--- src/rtl/wdog_pkg.sv ---
package wdog_pkg;

    typedef enum logic [1:0] {
        PH_POR  = 2'd0,
        PH_RUN  = 2'd1,
        PH_HOLD = 2'd2
    } phase_e;

    localparam logic [1:0] SEL_LONG  = 2'b00;
    localparam logic [1:0] SEL_MID   = 2'b01;
    localparam logic [1:0] SEL_SHORT = 2'b10;
    localparam logic [1:0] SEL_OFF   = 2'b11;

    typedef struct packed {
        logic kick;
        logic sel_chg;
        logic off;
    } restart_t;

    function automatic int unsigned umax(input int unsigned a, input int unsigned b);
        return (a > b) ? a : b;
    endfunction

    function automatic int unsigned limit_for(input logic [1:0] sel,
                                              input int unsigned lng,
                                              input int unsigned mid,
                                              input int unsigned sht);
        case (sel)
            SEL_SHORT: return sht;
            SEL_MID:   return mid;
            default:   return lng;
        endcase
    endfunction

endpackage

--- src/rtl/wdog_cs_qual.sv ---
module wdog_cs_qual #(
    parameter int unsigned SYNC_STAGES = 2,
    parameter int unsigned MIN_PULSE   = 40
) (
    input  logic clk,
    input  logic rst,
    input  logic cs_n,
    output logic kick_o
);
    localparam int unsigned WW = $clog2(MIN_PULSE + 1);

    logic [SYNC_STAGES-1:0] sync_q;
    logic                   cs_s;
    logic                   prev_q;
    logic [WW-1:0]          width_q;

    generate
        if (SYNC_STAGES > 1) begin : g_chain
            always_ff @(posedge clk) begin
                if (rst) sync_q <= '1;
                else     sync_q <= {sync_q[SYNC_STAGES-2:0], cs_n};
            end
        end else begin : g_single
            always_ff @(posedge clk) begin
                if (rst) sync_q <= '1;
                else     sync_q <= cs_n;
            end
        end
    endgenerate

    assign cs_s = sync_q[SYNC_STAGES-1];

    always_ff @(posedge clk) begin
        if (rst) begin
            prev_q  <= 1'b1;
            width_q <= '0;
        end else begin
            prev_q <= cs_s;
            if (cs_s)
                width_q <= '0;
            else if (width_q != WW'(MIN_PULSE))
                width_q <= width_q + 1'b1;
        end
    end

    assign kick_o = cs_s && !prev_q && (width_q == WW'(MIN_PULSE));


    idle_no_kick_chk: assert property (@(posedge clk) disable iff (rst)
        (cs_s && $past(cs_s)) |-> !kick_o);

endmodule

--- src/rtl/wdog_core.sv ---
module wdog_core
    import wdog_pkg::*;
#(
    parameter int unsigned T_LONG  = 140_000_000,
    parameter int unsigned T_MID   = 60_000_000,
    parameter int unsigned T_SHORT = 20_000_000,
    parameter int unsigned RST_CYC = 20_000_000,
    parameter int unsigned POR_CYC = 20_000_000
) (
    input  logic       clk,
    input  logic       rst,
    input  logic       kick_i,
    input  logic [1:0] sel_i,
    output logic       active_o
);
    localparam int unsigned BIG = umax(umax(T_LONG, T_MID), umax(umax(T_SHORT, RST_CYC), POR_CYC));
    localparam int unsigned CW  = $clog2(BIG + 1);

    phase_e        phase_q;
    logic [CW-1:0] cnt_q;
    logic [1:0]    sel_q;
    logic [CW-1:0] limit;
    restart_t      rs;

    assign limit      = CW'(limit_for(sel_i, T_LONG, T_MID, T_SHORT));
    assign rs.kick    = kick_i;
    assign rs.sel_chg = (sel_i != sel_q);
    assign rs.off     = (sel_i == SEL_OFF);

    always_ff @(posedge clk) begin
        if (rst) begin
            phase_q <= PH_POR;
            cnt_q   <= '0;
            sel_q   <= sel_i;
        end else begin
            sel_q <= sel_i;
            case (phase_q)
                PH_POR: begin
                    if (cnt_q == CW'(POR_CYC - 1)) begin
                        phase_q <= PH_RUN;
                        cnt_q   <= '0;
                    end else begin
                        cnt_q <= cnt_q + 1'b1;
                    end
                end
                PH_RUN: begin
                    if (rs.off || rs.kick || rs.sel_chg) begin
                        cnt_q <= '0;
                    end else if (cnt_q == limit - 1'b1) begin
                        phase_q <= PH_HOLD;
                        cnt_q   <= '0;
                    end else begin
                        cnt_q <= cnt_q + 1'b1;
                    end
                end
                PH_HOLD: begin
                    if (cnt_q == CW'(RST_CYC - 1)) begin
                        phase_q <= PH_RUN;
                        cnt_q   <= '0;
                    end else begin
                        cnt_q <= cnt_q + 1'b1;
                    end
                end
                default: begin
                    phase_q <= PH_POR;
                    cnt_q   <= '0;
                end
            endcase
        end
    end

    assign active_o = (phase_q != PH_RUN);


    por_hold_chk: assert property (@(posedge clk) disable iff (rst)
        (phase_q == PH_POR && cnt_q != CW'(POR_CYC - 1)) |=> (phase_q == PH_POR));


    hold_len_chk: assert property (@(posedge clk) disable iff (rst)
        (phase_q == PH_HOLD && cnt_q == CW'(RST_CYC - 1)) |=> (phase_q == PH_RUN && cnt_q == '0));


    off_no_timeout_chk: assert property (@(posedge clk) disable iff (rst)
        (phase_q == PH_RUN && sel_i == SEL_OFF) |=> (phase_q == PH_RUN));


    kick_restart_chk: assert property (@(posedge clk) disable iff (rst)
        (phase_q == PH_RUN && kick_i) |=> (phase_q == PH_RUN && cnt_q == '0));


    sel_restart_chk: assert property (@(posedge clk) disable iff (rst)
        (phase_q == PH_RUN && sel_i != $past(sel_i)) |=> (cnt_q == '0));


    hold_kick_ign_chk: assert property (@(posedge clk) disable iff (rst)
        (phase_q == PH_HOLD && kick_i && cnt_q != CW'(RST_CYC - 1)) |=> (phase_q == PH_HOLD));

endmodule

--- src/rtl/wdog_rst_drv.sv ---
module wdog_rst_drv #(
    parameter bit ACTIVE_HIGH = 1'b0
) (
    input  logic clk,
    input  logic rst,
    input  logic active_i,
    output logic rst_o
);
    localparam logic ON = ACTIVE_HIGH ? 1'b1 : 1'b0;

    always_ff @(posedge clk) begin
        if (rst) rst_o <= ON;
        else     rst_o <= active_i ? ON : ~ON;
    end


    level_on_chk: assert property (@(posedge clk) disable iff (rst)
        $rose(active_i) |=> (rst_o == ON));

endmodule

--- src/rtl/wdog_reset_gen.sv ---
module wdog_reset_gen #(
    parameter int unsigned T_LONG      = 140_000_000,
    parameter int unsigned T_MID       = 60_000_000,
    parameter int unsigned T_SHORT     = 20_000_000,
    parameter int unsigned RST_CYC     = 20_000_000,
    parameter int unsigned POR_CYC     = 20_000_000,
    parameter int unsigned MIN_PULSE   = 40,
    parameter int unsigned SYNC_STAGES = 2,
    parameter bit          ACTIVE_HIGH = 1'b0
) (
    input  logic       clk,
    input  logic       rst,
    input  logic       cs_n,
    input  logic [1:0] wd_sel,
    output logic       wdt_rst_o
);
    logic kick;
    logic active;

    wdog_cs_qual #(
        .SYNC_STAGES(SYNC_STAGES),
        .MIN_PULSE  (MIN_PULSE)
    ) u_qual (
        .clk   (clk),
        .rst   (rst),
        .cs_n  (cs_n),
        .kick_o(kick)
    );

    wdog_core #(
        .T_LONG (T_LONG),
        .T_MID  (T_MID),
        .T_SHORT(T_SHORT),
        .RST_CYC(RST_CYC),
        .POR_CYC(POR_CYC)
    ) u_core (
        .clk     (clk),
        .rst     (rst),
        .kick_i  (kick),
        .sel_i   (wd_sel),
        .active_o(active)
    );

    wdog_rst_drv #(
        .ACTIVE_HIGH(ACTIVE_HIGH)
    ) u_drv (
        .clk     (clk),
        .rst     (rst),
        .active_i(active),
        .rst_o   (wdt_rst_o)
    );

endmodule

--- config.mk ---
export PLATFORM = sky130hd
export DESIGN_NAME = wdog_reset_gen
export DESIGN_NICKNAME = d
export VERILOG_FILES = /design/src/rtl/wdog_pkg.sv /design/src/rtl/wdog_cs_qual.sv /design/src/rtl/wdog_core.sv /design/src/rtl/wdog_rst_drv.sv /design/src/rtl/wdog_reset_gen.sv
export SDC_FILE = /design/constraint.sdc
export NUM_CORES = 1
export LEC_CHECK = 0
export BUFFER_PORTS_ARGS = -buffer_cell sky130_fd_sc_hd__buf_2
export CAP_MARGIN = 20
export CORE_ASPECT_RATIO = 0.75
export CORE_MARGIN = 1
export CORE_UTILIZATION = 55
export CTS_CLUSTER_SIZE = 25
export DETAILED_ROUTE_END_ITERATION = 7
export PLACE_DENSITY = 0.72
export SLEW_MARGIN = 20
export SYNTH_ARGS = -nofsm -noshare
export SYNTH_HDL_FRONTEND = slang
export SYNTH_SLANG_ARGS = --single-unit
--- constraint.sdc ---
create_clock -name clk -period 2.8 [get_ports clk]
set_clock_uncertainty 0.2 [all_clocks]
set_input_delay 0.14 -clock clk [delete_from_list [all_inputs] [get_ports clk]]
set_output_delay 0.14 -clock clk [all_outputs]
set_load 0.01 [all_outputs]
==> run metrics <==
CP startpoint kind=flop; cts bufs inserted=5; crit path DAT=2.56 ns; post-DR vias/cell=5.300; H-tree depth=2; CORE AREA=3401 um2; DRC=0; cts hold-fix bufs=5; top cells by area, synth=dfxtp_1, xnor2_1, nor2_1; register bit total from synthesis=42; RSZ-0062 raised after global routing=no; Initial Util=0.5993; Top FF cell, synth=dfxtp_1; TritonCTS clock tree=built; number of setup buffers added after CTS=0; CTS Buffer Depth=2; clock root buffer=clkbuf_8; pin count of the biggest net entering global routing=29; Die ar.=3956 um2; fin util=0.6773; max cap viols=0; CTS-repair resized insts=0; Post-synth EDFFs=0; WL per Instance=13.08 um; most frequent cells after synthesis=nor2_1, dfxtp_1, xnor2_1; CTS Sinks=42; Area growth syn-to-layout=13.01%; Sum Neg Setup Slack=0 ns; Worst Hold Slack=0.2114 ns; placer's final routability congestion estimate=0.8838; PD cells=487.7 nW/um2; Synthesized Nets=243; GR Overflow Total=0; Die X=72.29 um; vias in the first global route=1,383; cell count after synthesis=232; setup violators final=0; Final nets=260; count of cell types in the netlist=39; CP Capture Type=flop; leakage power=0.7483 nW; iteration-0 DRC count of the detailed router=59; Worst VDD drop=0.3460 mV; first-pass GRT wire length=6.596 mm; sequential area share after synthesis=0.4125; Min Clock Period, post-route=2.572 ns; Synth async-reset ratio=0; WP data required=2.79 ns; leading area contributor after synthesis=dfxtp_1; max-slew violations=0; Tcrit/Tclk final=0.9186; worst-path fanout max=28; I/O pins=6; die height=54.72 um; clk slew on worst S/H paths=0.08 ns; Slew @ Worst Pin=0.4965 ns; # rows=18; Rel. slew slack=0.6665; Mapped Avg Cell Area=8.785 um2; Routed Antenna Nets=0; placed cell area=2145 um2; final hold vios=0; final total power=1.123 mW; Synth top area share=0.4125; class of the worst hold path=reg2reg; IO buf count=5; 1st-pass router iterations=4; count leader, synth=nor2_1; outcome=finished, final reports clean; initial antenna violation count=0; Final Cell Area=2303 um2; Worst-Skew Late Latency=0.30 ns; vias=1,590; WS Path Type=reg2reg; layout cell share with drive strength beyond 1=0.1240; YS warnings=0; dpl hpwl=2.733 mm; antenna diode count=0; GRT Total Usage=0.2237; final wirelength=3.924 mm; fmax=0.3888 GHz; cell area after synthesis=2038 um2
-- worst max-delay path, cell delays in order, from the launching register on --
cell      delay (ns)
dfxtp_1         0.35
or4_1           0.55
or4_4           0.53
o31a_1          0.29
a211oi_4        0.27
buf_12          0.21
nor2_1          0.07
-- power breakdown --
part	total, mW	internal [mW]	switching [mW]	leakage [nW]
clock network	0.470	0.262	0.207	0.0579
registers	0.609	0.604	0.00514	0.340
logic	0.0445	0.0218	0.0227	0.350
-- final cells by class --
cell class                      count  area [um2]
Fill cell                         299        1097
Multi-Input combinational cell    174        1121
Tap cell                           50       62.56
Sequential cell                    42       840.8
Clock inverter                      3       40.04
Timing Repair Buffer               16       132.6
Inverter                           10       37.54
Clock buffer                        5       68.82
-- flip-flops by register name (all words and copies together) (netlist names) --
name / cells
u_core.cnt_q: 28
u_drv.rst_o: 1
u_core.sel_q: 2
u_qual.width_q: 6
u_core.phase_q: 2
u_qual.prev_q: 1
u_qual.sync_q: 2
-- routing by layer --
metal,global-route usage,share of wire,vias to the layer above
met2,0.3333,0.42,34
met3,0.04972,0.043,5
met1,0.3221,0.53,719
met5,0,0,-
li1,-,-,832
met4,0.06863,0.011,0
-- final timing paths --
kind                                                     to  slack (ns)  cells after the start                   startpoint
worst max register to register   u_core.cnt_q[5]$_SDFF_PP0_        0.23                      6   u_core.cnt_q[8]$_SDFF_PP0_
worst min register to register  u_qual.sync_q[1]$_SDFF_PP1_        0.21                      1  u_qual.sync_q[0]$_SDFF_PP1_
worst min-delay path            u_qual.sync_q[1]$_SDFF_PP1_        0.21                      1  u_qual.sync_q[0]$_SDFF_PP1_
worst max-delay path             u_core.cnt_q[5]$_SDFF_PP0_        0.23                      6   u_core.cnt_q[8]$_SDFF_PP0_
-- per-stage QoR --
step	worst slack, ns	instances
5_1_grt	0.1364	300
3_3_place_gp	0.1666	287
6_report	0.2278	300
2_1_floorplan	0.2574	232
3_5_place_dp	0.1373	287
4_1_cts	0.2171	300
-- cell usage in the layout, fill, tap and decap left out, types with 2 or more instances in the layout --
master         netlist  final
or4b_2               4      4
nand4b_1             3      3
and3_1               3      3
nand3_1             14     14
nor3_1               6      6
nor4_1               5      5
nand3b_1             3      3
dfxtp_1             42     42
dlygate4sd3_1        0      5
ha_1                 6      6
nor2_1              48     48
nand4_1              6      6
or2_2                3      3
buf_4                0      5
or4_1                4      4
clkinv_2             0      2
clkbuf_8             0      5
or3b_2               3      3
inv_1               10     10
xnor2_1             23     23
o31ai_1              2      2
buf_2                1      5
and4_1               2      2
xor2_1              10     10
nor4b_1              2      2
nand2_1             12     12
-- cells by family (layout without fill, tap and decap cells) --
kind of cell,Yosys count,count (layout),synth area share
AO/OA/AOI/OAI,12,12,0.05156
AND/OR/NAND/NOR,122,122,0.3149
adder cells (fa/ha/maj),6,6,0.03683
buffers and inverters,16,34,0.03744
XOR/XNOR,33,33,0.1418
flip-flops,42,42,0.4125
multiplexers,1,1,0.004911
Power figures use the tool's default switching activity.
